File: src/rtl/symfir_pkg.sv
package symfir_pkg;

    localparam int TAPS = 17;
    localparam int UNIQ = TAPS / 2 + 1;
    localparam int CW   = 34;
    localparam int CFW  = 32;

    typedef enum logic [2:0] {
        ST_IDLE,
        ST_SHIFT,
        ST_CLEAR,
        ST_MAC,
        ST_DRAIN,
        ST_OUT
    } fsm_e;

    // Unique half of the symmetric coefficient set, signed 2.32
    function automatic logic signed [CW-1:0] coef_q32(input int idx);
        case (idx)
            0:       return 34'h0_096FD3CD;
            1:       return 34'h0_0502D771;
            2:       return 34'h3_FA10C582;
            3:       return 34'h3_F0E2F5D9;
            4:       return 34'h3_F36B5FA0;
            5:       return 34'h0_061D65C1;
            6:       return 34'h0_23975445;
            7:       return 34'h0_3E993922;
            8:       return 34'h0_4982ABEC;
            default: return '0;
        endcase
    endfunction

    // Round half-up from 32 fraction bits to fw fraction bits
    function automatic logic signed [CW-1:0] coef_round(input int idx, input int fw);
        logic signed [CW-1:0] c;
        logic signed [CW:0]   raw;
        logic signed [CW:0]   half;
        logic signed [CW:0]   r;
        c    = coef_q32(idx);
        raw  = {c[CW-1], c};
        half = (CW+1)'(1) <<< (CFW - fw - 1);
        r    = raw + half;
        r    = r >>> (CFW - fw);
        return r[CW-1:0];
    endfunction

endpackage

File: src/rtl/symfir_taps.sv
module symfir_taps
    import symfir_pkg::*;
#(
    parameter int DW = 16,
    parameter int AW = 4
) (
    input  logic                 clk,
    input  logic                 rst,
    input  logic                 shift_en,
    input  logic signed [DW-1:0] din,
    input  logic [AW-1:0]        sel,
    output logic signed [DW-1:0] pair_sum
);

    logic signed [DW-1:0] tap_q  [TAPS];
    logic signed [DW-1:0] tap_d  [TAPS];
    logic signed [DW-1:0] pair_w [UNIQ];

    always_comb begin
        tap_d = tap_q;
        if (shift_en) begin
            tap_d[0] = din;
            for (int i = 1; i < TAPS; i++) begin
                tap_d[i] = tap_q[i-1];
            end
        end
    end

    always_ff @(posedge clk) begin
        if (rst) begin
            for (int i = 0; i < TAPS; i++) begin
                tap_q[i] <= '0;
            end
        end else begin
            tap_q <= tap_d;
        end
    end

    // Fold mirrored taps; the centre tap has no partner
    for (genvar k = 0; k < UNIQ; k++) begin : g_pair
        if (k == UNIQ - 1) begin : g_mid
            assign pair_w[k] = tap_q[k];
        end else begin : g_fold
            logic signed [DW:0] wide;
            assign wide = {tap_q[k][DW-1], tap_q[k]}
                        + {tap_q[TAPS-1-k][DW-1], tap_q[TAPS-1-k]};
            assign pair_w[k] = (wide[DW] == wide[DW-1]) ? wide[DW-1:0]
                             : {wide[DW], {(DW-1){~wide[DW]}}};
        end
    end

    assign pair_sum = (int'(sel) < UNIQ) ? pair_w[sel] : '0;

endmodule

File: src/rtl/symfir_mac.sv
module symfir_mac
    import symfir_pkg::*;
#(
    parameter int DW = 16,
    parameter int FW = 14,
    parameter int AW = 4
) (
    input  logic                 clk,
    input  logic                 rst,
    input  logic [AW-1:0]        sel,
    input  logic signed [DW-1:0] pair_sum,
    input  logic                 mul_en,
    input  logic                 acc_clr,
    input  logic                 acc_add,
    output logic signed [DW-1:0] acc
);

    localparam int PW = 2 * DW;

    typedef struct packed {
        logic signed [DW-1:0] prod;
        logic signed [DW-1:0] acc;
    } mac_t;

    mac_t mac_d, mac_q;

    logic signed [DW-1:0] coef_w [UNIQ];
    logic signed [DW-1:0] coef_sel;
    logic signed [PW-1:0] full;
    logic signed [PW:0]   rnd;
    logic signed [PW:0]   sh;
    logic signed [DW-1:0] prod_n;

    for (genvar gi = 0; gi < UNIQ; gi++) begin : g_coef
        localparam logic signed [CW-1:0] CR = coef_round(gi, FW);
        assign coef_w[gi] = CR[DW-1:0];
    end

    function automatic logic signed [DW-1:0] sat_add(input logic signed [DW-1:0] a,
                                                     input logic signed [DW-1:0] b);
        logic signed [DW:0] s;
        s = {a[DW-1], a} + {b[DW-1], b};
        if (s[DW] != s[DW-1]) return {s[DW], {(DW-1){~s[DW]}}};
        return s[DW-1:0];
    endfunction

    always_comb begin
        coef_sel = (int'(sel) < UNIQ) ? coef_w[sel] : '0;
        full     = PW'(pair_sum) * PW'(coef_sel);
        rnd      = {full[PW-1], full} + ((PW+1)'(1) <<< (FW - 1));
        sh       = rnd >>> FW;
        if ((&sh[PW:DW-1]) || !(|sh[PW:DW-1])) begin
            prod_n = sh[DW-1:0];
        end else begin
            prod_n = {sh[PW], {(DW-1){~sh[PW]}}};
        end

        mac_d = mac_q;
        if (mul_en) begin
            mac_d.prod = prod_n;
        end
        if (acc_clr) begin
            mac_d.acc = '0;
        end else if (acc_add) begin
            mac_d.acc = sat_add(mac_q.acc, mac_q.prod);
        end
    end

    always_ff @(posedge clk) begin
        if (rst) begin
            mac_q <= '0;
        end else begin
            mac_q <= mac_d;
        end
    end

    assign acc = mac_q.acc;

    // each calculation starts from an empty accumulator
    a_r2_acc_cleared: assert property (@(posedge clk) disable iff (rst)
        acc_clr |=> (mac_q.acc == '0));

    // a clear never coincides with an accumulate request
    a_r4_clr_add_exclusive: assert property (@(posedge clk) disable iff (rst)
        !(acc_clr && acc_add));

endmodule

File: src/rtl/symfir_ctrl.sv
module symfir_ctrl
    import symfir_pkg::*;
#(
    parameter int AW = 4
) (
    input  logic          clk,
    input  logic          rst,
    input  logic          smp_strobe,
    output logic          shift_en,
    output logic [AW-1:0] sel,
    output logic          mul_en,
    output logic          acc_clr,
    output logic          acc_add,
    output logic          res_load
);

    localparam logic [AW-1:0] LAST = AW'(UNIQ - 1);

    typedef struct packed {
        fsm_e          st;
        logic [AW-1:0] addr;
    } ctl_t;

    ctl_t ctl_d, ctl_q;

    always_comb begin
        ctl_d    = ctl_q;
        shift_en = 1'b0;
        mul_en   = 1'b0;
        acc_clr  = 1'b0;
        acc_add  = 1'b0;
        res_load = 1'b0;
        case (ctl_q.st)
            ST_IDLE: begin
                if (smp_strobe) ctl_d.st = ST_SHIFT;
            end
            ST_SHIFT: begin
                shift_en = 1'b1;
                ctl_d.st = ST_CLEAR;
            end
            ST_CLEAR: begin
                acc_clr    = 1'b1;
                ctl_d.addr = '0;
                ctl_d.st   = ST_MAC;
            end
            ST_MAC: begin
                mul_en  = 1'b1;
                acc_add = (ctl_q.addr != '0);
                if (ctl_q.addr == LAST) begin
                    ctl_d.st = ST_DRAIN;
                end else begin
                    ctl_d.addr = ctl_q.addr + 1'b1;
                end
            end
            ST_DRAIN: begin
                acc_add  = 1'b1;
                ctl_d.st = ST_OUT;
            end
            ST_OUT: begin
                res_load = 1'b1;
                ctl_d.st = ST_IDLE;
            end
            default: ctl_d.st = ST_IDLE;
        endcase
    end

    always_ff @(posedge clk) begin
        if (rst) begin
            ctl_q <= '{st: ST_IDLE, addr: '0};
        end else begin
            ctl_q <= ctl_d;
        end
    end

    assign sel = ctl_q.addr;

    // history shifts for a single cycle per accepted sample
    a_r2_single_shift: assert property (@(posedge clk) disable iff (rst)
        shift_en |=> !shift_en);

    // no new capture can start while busy
    a_r7_busy_no_capture: assert property (@(posedge clk) disable iff (rst)
        (ctl_q.st != ST_IDLE) |=> (ctl_q.st != ST_SHIFT));

    // tap address never leaves the unique-coefficient range
    a_r4_addr_range: assert property (@(posedge clk) disable iff (rst)
        ctl_q.addr <= LAST);

    // last tap step is followed by the drain step
    a_r2_drain_follows: assert property (@(posedge clk) disable iff (rst)
        (ctl_q.st == ST_MAC && ctl_q.addr == LAST) |=> (ctl_q.st == ST_DRAIN));

endmodule

File: src/rtl/symfir_lowpass.sv
module symfir_lowpass #(
    parameter int INT_W  = 2,
    parameter int FRAC_W = 14
) (
    input  logic                          clk,
    input  logic                          rst,
    input  logic                          smp_strobe,
    input  logic signed [INT_W+FRAC_W-1:0] smp_data,
    output logic signed [INT_W+FRAC_W-1:0] flt_data,
    output logic                          flt_strobe
);

    localparam int DW = INT_W + FRAC_W;
    localparam int AW = $clog2(symfir_pkg::UNIQ);

    typedef struct packed {
        logic signed [DW-1:0] data;
        logic                 rdy;
    } out_t;

    out_t out_d, out_q;

    logic                 shift_en;
    logic [AW-1:0]        sel;
    logic                 mul_en;
    logic                 acc_clr;
    logic                 acc_add;
    logic                 res_load;
    logic signed [DW-1:0] pair_sum;
    logic signed [DW-1:0] acc;

    symfir_ctrl #(.AW(AW)) u_ctrl (
        .clk       (clk),
        .rst       (rst),
        .smp_strobe(smp_strobe),
        .shift_en  (shift_en),
        .sel       (sel),
        .mul_en    (mul_en),
        .acc_clr   (acc_clr),
        .acc_add   (acc_add),
        .res_load  (res_load)
    );

    symfir_taps #(.DW(DW), .AW(AW)) u_taps (
        .clk     (clk),
        .rst     (rst),
        .shift_en(shift_en),
        .din     (smp_data),
        .sel     (sel),
        .pair_sum(pair_sum)
    );

    symfir_mac #(.DW(DW), .FW(FRAC_W), .AW(AW)) u_mac (
        .clk     (clk),
        .rst     (rst),
        .sel     (sel),
        .pair_sum(pair_sum),
        .mul_en  (mul_en),
        .acc_clr (acc_clr),
        .acc_add (acc_add),
        .acc     (acc)
    );

    always_comb begin
        out_d      = out_q;
        out_d.rdy  = res_load;
        if (res_load) out_d.data = acc;
    end

    always_ff @(posedge clk) begin
        if (rst) begin
            out_q <= '0;
        end else begin
            out_q <= out_d;
        end
    end

    assign flt_data   = out_q.data;
    assign flt_strobe = out_q.rdy;

    // result strobe lasts one cycle
    a_r3_strobe_single: assert property (@(posedge clk) disable iff (rst)
        flt_strobe |=> !flt_strobe);

    // output only moves together with the strobe
    a_r3_output_hold: assert property (@(posedge clk) disable iff (rst)
        !flt_strobe |-> $stable(flt_data));

endmodule

File: config.mk
export PLATFORM = sky130hd
export DESIGN_NAME = symfir_lowpass
export DESIGN_NICKNAME = d
export VERILOG_FILES = /design/src/rtl/symfir_pkg.sv /design/src/rtl/symfir_taps.sv /design/src/rtl/symfir_mac.sv /design/src/rtl/symfir_ctrl.sv /design/src/rtl/symfir_lowpass.sv
export SDC_FILE = /design/constraint.sdc
export NUM_CORES = 2
export LEC_CHECK = 0
export ABC_AREA = 1
export BUFFER_PORTS_ARGS = -buffer_cell sky130_fd_sc_hd__buf_2
export CAP_MARGIN = 15
export CORE_MARGIN = 2
export CORE_UTILIZATION = 65
export CTS_BUF_LIST = sky130_fd_sc_hd__clkbuf_16
export CTS_CLUSTER_DIAMETER = 60
export DETAILED_ROUTE_END_ITERATION = 10
export GPL_TIMING_DRIVEN = 0
export MAX_ROUTING_LAYER = met4
export PLACE_DENSITY = 0.86
export RECOVER_POWER = 25
export SLEW_MARGIN = 15
export SYNTH_ARGS = -nofsm -noshare
export SYNTH_HDL_FRONTEND = slang
export SYNTH_SLANG_ARGS = --single-unit
File: constraint.sdc
create_clock -name clk -period 24.2 [get_ports clk]
set_clock_uncertainty 0.2 [all_clocks]
set_input_delay 4.84 -clock clk [delete_from_list [all_inputs] [get_ports clk]]
set_output_delay 4.84 -clock clk [all_outputs]
set_load 0.02 [all_outputs]
======== Word level (Yosys, flattened, before mapping) ========
Memory sizes are Yosys's and may differ from the RTL's.
Cells that the tools add are included.
word-level totals
  output and inout port bits .............. 17
  ROM bits ................................ 256
  memories ................................ 1
  word-level logic and storage cells ...... 108
  bits in registers ....................... 328
  bits of input ports ..................... 19
memories
  name             depth  width  read ports  clocked after memory_dff  wr ports  RTL line          text
  (no name shown)  16     16     1           0                         0         symfir_mac.sv:48  coef_sel = (int'(sel) < UNIQ) ? coef_w[sel] : '0;
cells by class
  reductions and logical operators ........ 10
  equality and inequality tests ........... 18
  order comparisons ....................... 2
  multipliers ............................. 1
  bitwise gates (word level) .............. 11
  muxes and demuxes ....................... 31
  add/sub/neg operators ................... 11
operators with widths
  operator                count
  $mux 16                 17
  $add 16x16->17          9
  $bmux 16 s4             1
  $add 32x15->33 const B  1
  $mul 16x16->32          1
  $pmux 3 s5              1
  $not 1->1               10
  $eq 1x1->1              8
  $pmux 4 s2              1
  $mux 1                  7
  $eq 3x2->1 const B      2
  $eq 3x3->1 const B      2
  $mux 3                  2
  $ge 5x5->1 const B      1
  $not 4->5               1
  $add 4x1->4 const B     1
  $eq 4x4->1 const B      1
  $lt 4x4->1 const B      1
  $mux 4                  1
  $ne 2x2->1 const B      2
  $reduce_and 2->1        2
  $reduce_and 4->1        1
  $reduce_bool 4->1       1
  $reduce_or 4->1         1
  other kinds (9)         9

======== Depth between registers and ports, before layout ========
  depth in word-level cells ............... 13
  gate-level depth with buffers ........... 59
  gate-level depth less buffers ........... 58

======== Cells and area by module ========
Synthesis repeated with hierarchy kept, for this count alone.
unflattened totals
  cells, all modules ...................... 4645
  area total of the unflattened synthesis .. 31830.5 µm²
modules (own cells, without submodules)
  module          seq. area each (µm²)  area each (µm²)  cells each  times used
  symfir_taps     5445.2                18421.4          2949        1
  symfir_mac      640.6                 12209.2          1531        1
  symfir_lowpass  340.3                 767.0            105         1
  symfir_ctrl     140.1                 432.9            60          1

======== Worst setup path after synthesis ========
OpenSTA, ideal clock, no wires.
  path type ............................... flip-flop to flip-flop
  start ................................... reg u_taps.tap_q[84] (netlist name)
  end ..................................... reg u_mac.mac_q[25] (netlist name)
  data arrival time ....................... 9.235 ns
  period minus slack after synthesis ...... 9.544 ns
  path buffers ............................ 3
  path slack .............................. 14.656 ns
  cell stages (with the launch flop) ...... 55
  library setup time ...................... 0.109 ns
  required time ........................... 23.891 ns
  cells stage by stage .................... dfxtp_1 -> ha_1 -> inv_1 -> nor3_1 -> nand2_1 -> o211ai_1 -> a21oi_1 -> o21bai_1 -> a21oi_1 -> o21bai_1 -> a21oi_1 -> o21bai_1 -> a21oi_1 -> o21bai_1 -> xor2_1 -> inv_1 -> ha_1 -> clkbuf_1 -> [... 19 more ...] -> fa_1 -> inv_1 -> ha_1 -> a21oi_1 -> o21ai_0 -> a311oi_1 -> nand2_2 -> nand2_2 -> nand3_1 -> nand2_4 -> nand3_4 -> nand2_4 -> nand2_4 -> nand2_4 -> buf_12 -> nand3_2 -> nand2_1 -> inv_1
on the way
  cells in the longest elaborated chain, start to end .. 13
  elaborated cells between the ends (all ways) .. 16
  those cells by class .................... add/sub: 2; mul: 1; eq/ne: 1; mux: 6; bitwise: 2; reduce/logical: 4
ends and longest elaborated chain
  element                                         RTL line                              text
  start, declared                                 symfir_taps.sv:15                     logic signed [DW-1:0] tap_q [TAPS];
  start signal, assigned                          symfir_taps.sv:35                     tap_q <= tap_d;
  $add 16x16->17 (*)                              symfir_taps.sv:46                     + {tap_q[TAPS-1-k][DW-1], tap_q[TAPS-1-k]};
  $eq 1x1->1 / $not 1->1 (equally long branches)  symfir_taps.sv:47, symfir_taps.sv:48
  $mux 16 (*)                                     symfir_taps.sv:47                     assign pair_w[k] = (wide[DW] == wide[DW-1]) ? wide[DW-1:0]
  $bmux 16 s4 (*)                                 symfir_taps.sv:52                     assign pair_sum = (int'(sel) < UNIQ) ? pair_w[sel] : '0;
  $mux 16 (implied by the code) (*) (2 in a row)  symfir_taps.sv:52
  $mux 16 (*)                                     symfir_taps.sv:52
  $mul 16x16->32 (*)                              symfir_mac.sv:49                      full = PW'(pair_sum) * PW'(coef_sel);
  $add 32x15->33 (*)                              symfir_mac.sv:50                      rnd = {full[PW-1], full} + ((PW+1)'(1) <<< (FW - 1));
  $reduce_or 4->1                                 symfir_mac.sv:52                      if ((&sh[PW:DW-1]) || !(|sh[PW:DW-1])) begin
  $logic_not 1->1                                 symfir_mac.sv:52
  $logic_or 1x1->1                                symfir_mac.sv:52
  $mux 16 (*)                                     symfir_mac.sv:52
  end signal, assigned                            symfir_mac.sv:73                      mac_q <= mac_d;
  end, declared                                   symfir_mac.sv:25                      mac_t mac_d, mac_q;
Every way passes the cells marked *; elsewhere a longest branch is shown, timed or not. The select of a mux whose other input is x is not followed.
A chain may end at the register's enable or synchronous reset.

======== Final worst setup path ========
  start ................................... reg u_taps.tap_q[84] (netlist name)
  end ..................................... reg u_mac.mac_q[26] (netlist name)
Same word-level chain as after synthesis.

==> results.py <==
metrics = {
    "status": {
        "status": "finished clean",
    },
    "synthesis": {
        "synthArstFlopShare_pct": 0,
        "ys.flop_type": "dfxtp_1",
        "seq_area_frac_synth_pct": 21.8,
        "yosys_register_bits": 328,
        "netlist_instances": 4107,
        "synthDistinctLibCells": 56,
        "synth_edf_count": 0,
        "synth_area_um2": 30100,
        "ys.warnings.count": 0,
        "syn_area_per_cell_um2": 7.32,
        "synthesis.nets": 4643,
        "synth_top_area_cell": "dfxtp_1",
        "synth_area_leaders": "dfxtp_1 22%, fa_1 18%, inv_1 11%, ha_1 10%, a21oi_1 9.1%",
        "synth_top_area_share_pct": 21.8,
    },
    "sta": {
        "period_needed_ns": 12.43,
        "fin_setup_tns_ns": 0,
        "finalCritPeriodShare_pct": 51.4,
        "rsz0062_at_grt": "no",
        "maxSlewHeadroom_pct": 14.1,
        "worst_pin_slew_ns": 1.27,
        "hold_viol_final": 0,
        "maxSlewViolCount": 0,
        "setup-violations-final": 0,
        "max_freq_ghz": 0.0804,
    },
    "clocking": {
        "htreeDepth": 2,
        "cts_setup_buffers": 0,
        "cts_resized": 0,
        "numCtsBuffers": 39,
        "clk_latency_ns": 0.58,
        "hold_buffers": 0,
        "clkTransAtPathRegs_ns": 0.06,
        "cts_max_path_buffers": 3,
        "clock_sinks": 328,
        "clockRootBuffer": "clkbuf_16",
        "cts_tree": "done",
    },
    "grt": {
        "grtUsageTotal_pct": 39.1,
        "grt_max_degree": 15,
        "grt_pass1_vias": 27000,
        "antenna_found_initial": 1,
        "grt_overflow_total": 0,
        "grt_first_pass_wirelength_um": 142000,
    },
    "route": {
        "detailroute.wirelength.met2_um": 39100,
        "wl_met3_um": 9450,
        "num_vias": 28200,
        "avgViaCountPerCell": 5.85,
        "top_layer": "met4",
        "wl_um": 89100,
        "drc": 0,
        "wire_per_inst_um": 18.5,
        "wl_met1_um": 36500,
        "dr.first_iter.drc_count": 2809,
        "drt-pass1-iter-count": 6,
        "ant_nets": 0,
    },
    "worst_setup_path": {
        "critPathTopFamily": "adder cells",
        "cp.required_ns": 24.47,
        "slowest_stage": "o21ai_1",
        "cp-start-kind": "register",
        "worstSetupEndpointType": "register",
        "cp_max_fo": 10,
        "worstPathArrival_ns": 12.70,
        "crit_type": "register to register",
        "worst-path-buf-inv": 9,
        "max_stage_delay_ns": 0.69,
    },
    "placed_design": {
        "io_buffers": 35,
        "gp_congestion": 1.04,
        "dp_hpwl_um": 71700,
    },
    "layout": {
        "layout.nets": 4719,
        "final_cell_mix": "884 x inv_1, 544 x a21oi_1, 535 x nand2_1",
        "ff_latch_area_um2": 6570,
        "multiInputGateArea_um2": 19600,
        "drive_above_1_share_pct": 4.37,
        "final_common_cell": "inv_1",
        "num-fill-cells": 3675,
        "syn2layout_area_growth_pct": 7.43,
    },
    "floorplan": {
        "fp.dieH_um": 219,
        "rows": 78,
        "core_um2": 45600,
        "die_w_um": 219,
        "dieArea_um2": 48000,
        "start_util_pct": 66.0,
        "boundaryPins": 36,
    },
    "worst_hold_path": {
        "hold_class": "register to register",
    },
    "flow_run": {
        "cap_violations": 0,
    },
}
==> layout make-up <==
type | count | share of cell area (%)
clock buffer | 39 | 3.02
timing repair buffer | 35 | 0.527
inverter | 897 | 10.4
tap | 600 | 2.32
buffer | 138 | 1.70
clock inverter | 33 | 1.02
antenna | 2 | 0.0155
sequential | 328 | 20.3
multi-input combinational | 2744 | 60.7
==> cell families after synthesis <==
logic type	synth area share, %
flip-flops	21.8
adder cells (fa/ha/maj)	28.3
buffers and inverters	13.0
AO/OA/AOI/OAI	18.9
XOR/XNOR	2.68
AND/OR/NAND/NOR	15.2
==> flip-flops by register name (all words and copies together) (netlist names) <==
name	count
u_mac.acc	16
u_taps.pair_w	16
u_ctrl.sel	4
u_mac.mac_q	16
u_taps.tap_q	256
flt_strobe	1
flt_data	16
u_ctrl.ctl_q	3
==> final timing paths <==
path / startpoint / end / depth (start not counted) / slack, ns
setup / recovery: u_taps.tap_q[84] / u_mac.mac_q[26] / 49 / 11.77
hold / removal: flt_data[10] / flt_data[10] / 2 / 0.24
hold reg to reg: flt_data[10] / flt_data[10] / 2 / 0.24
setup reg to reg: u_taps.tap_q[84] / u_mac.mac_q[26] / 49 / 11.77
==> synth_stat cells (39+ instances only) <==
library cell	n
a21oi_1	544
a31oi_1	39
clkbuf_1	128
dfxtp_1	328
fa_1	274
ha_1	243
inv_1	877
nand2_1	535
nand3_1	96
nor2_1	287
o21ai_0	369
xnor2_1	42
xor2_1	50
==> metal layers <==
layer / GRT usage [%] / vias to the layer above
met3: 7.66 / 293
met4: 16.8 / 0
li1: - / 13200
met5: - / -
met1: 51.4 / 13200
met2: 59.0 / 1429
==> stage by stage <==
step | area (µm²) | setup slack, ns | cells | utilization (%) | hold slack, ns
after global routing | 32300 | 11.32 | 4815 | 70.9 | 0.263
after global placement | 31000 | 12.07 | 4742 | 68.0 | 0.232
after floorplan | 30100 | 14.66 | 4107 | - | 0.228
final | 32300 | 11.77 | 4816 | 70.9 | 0.245
after CTS | 32300 | 12.21 | 4814 | 70.9 | 0.245
after detailed placement | 31000 | 12.34 | 4742 | 68.0 | 0.235
==> tightest hold or removal path, cell delays in order (launching register included) <==
cell and delay [ns]:
dfxtp_1 0.31, inv_1 0.04, a21oi_1 0.05
Power is left out: the tool's default activity adds up to more than one toggle a clock period on the data nets, which glitch-free logic cannot reach.
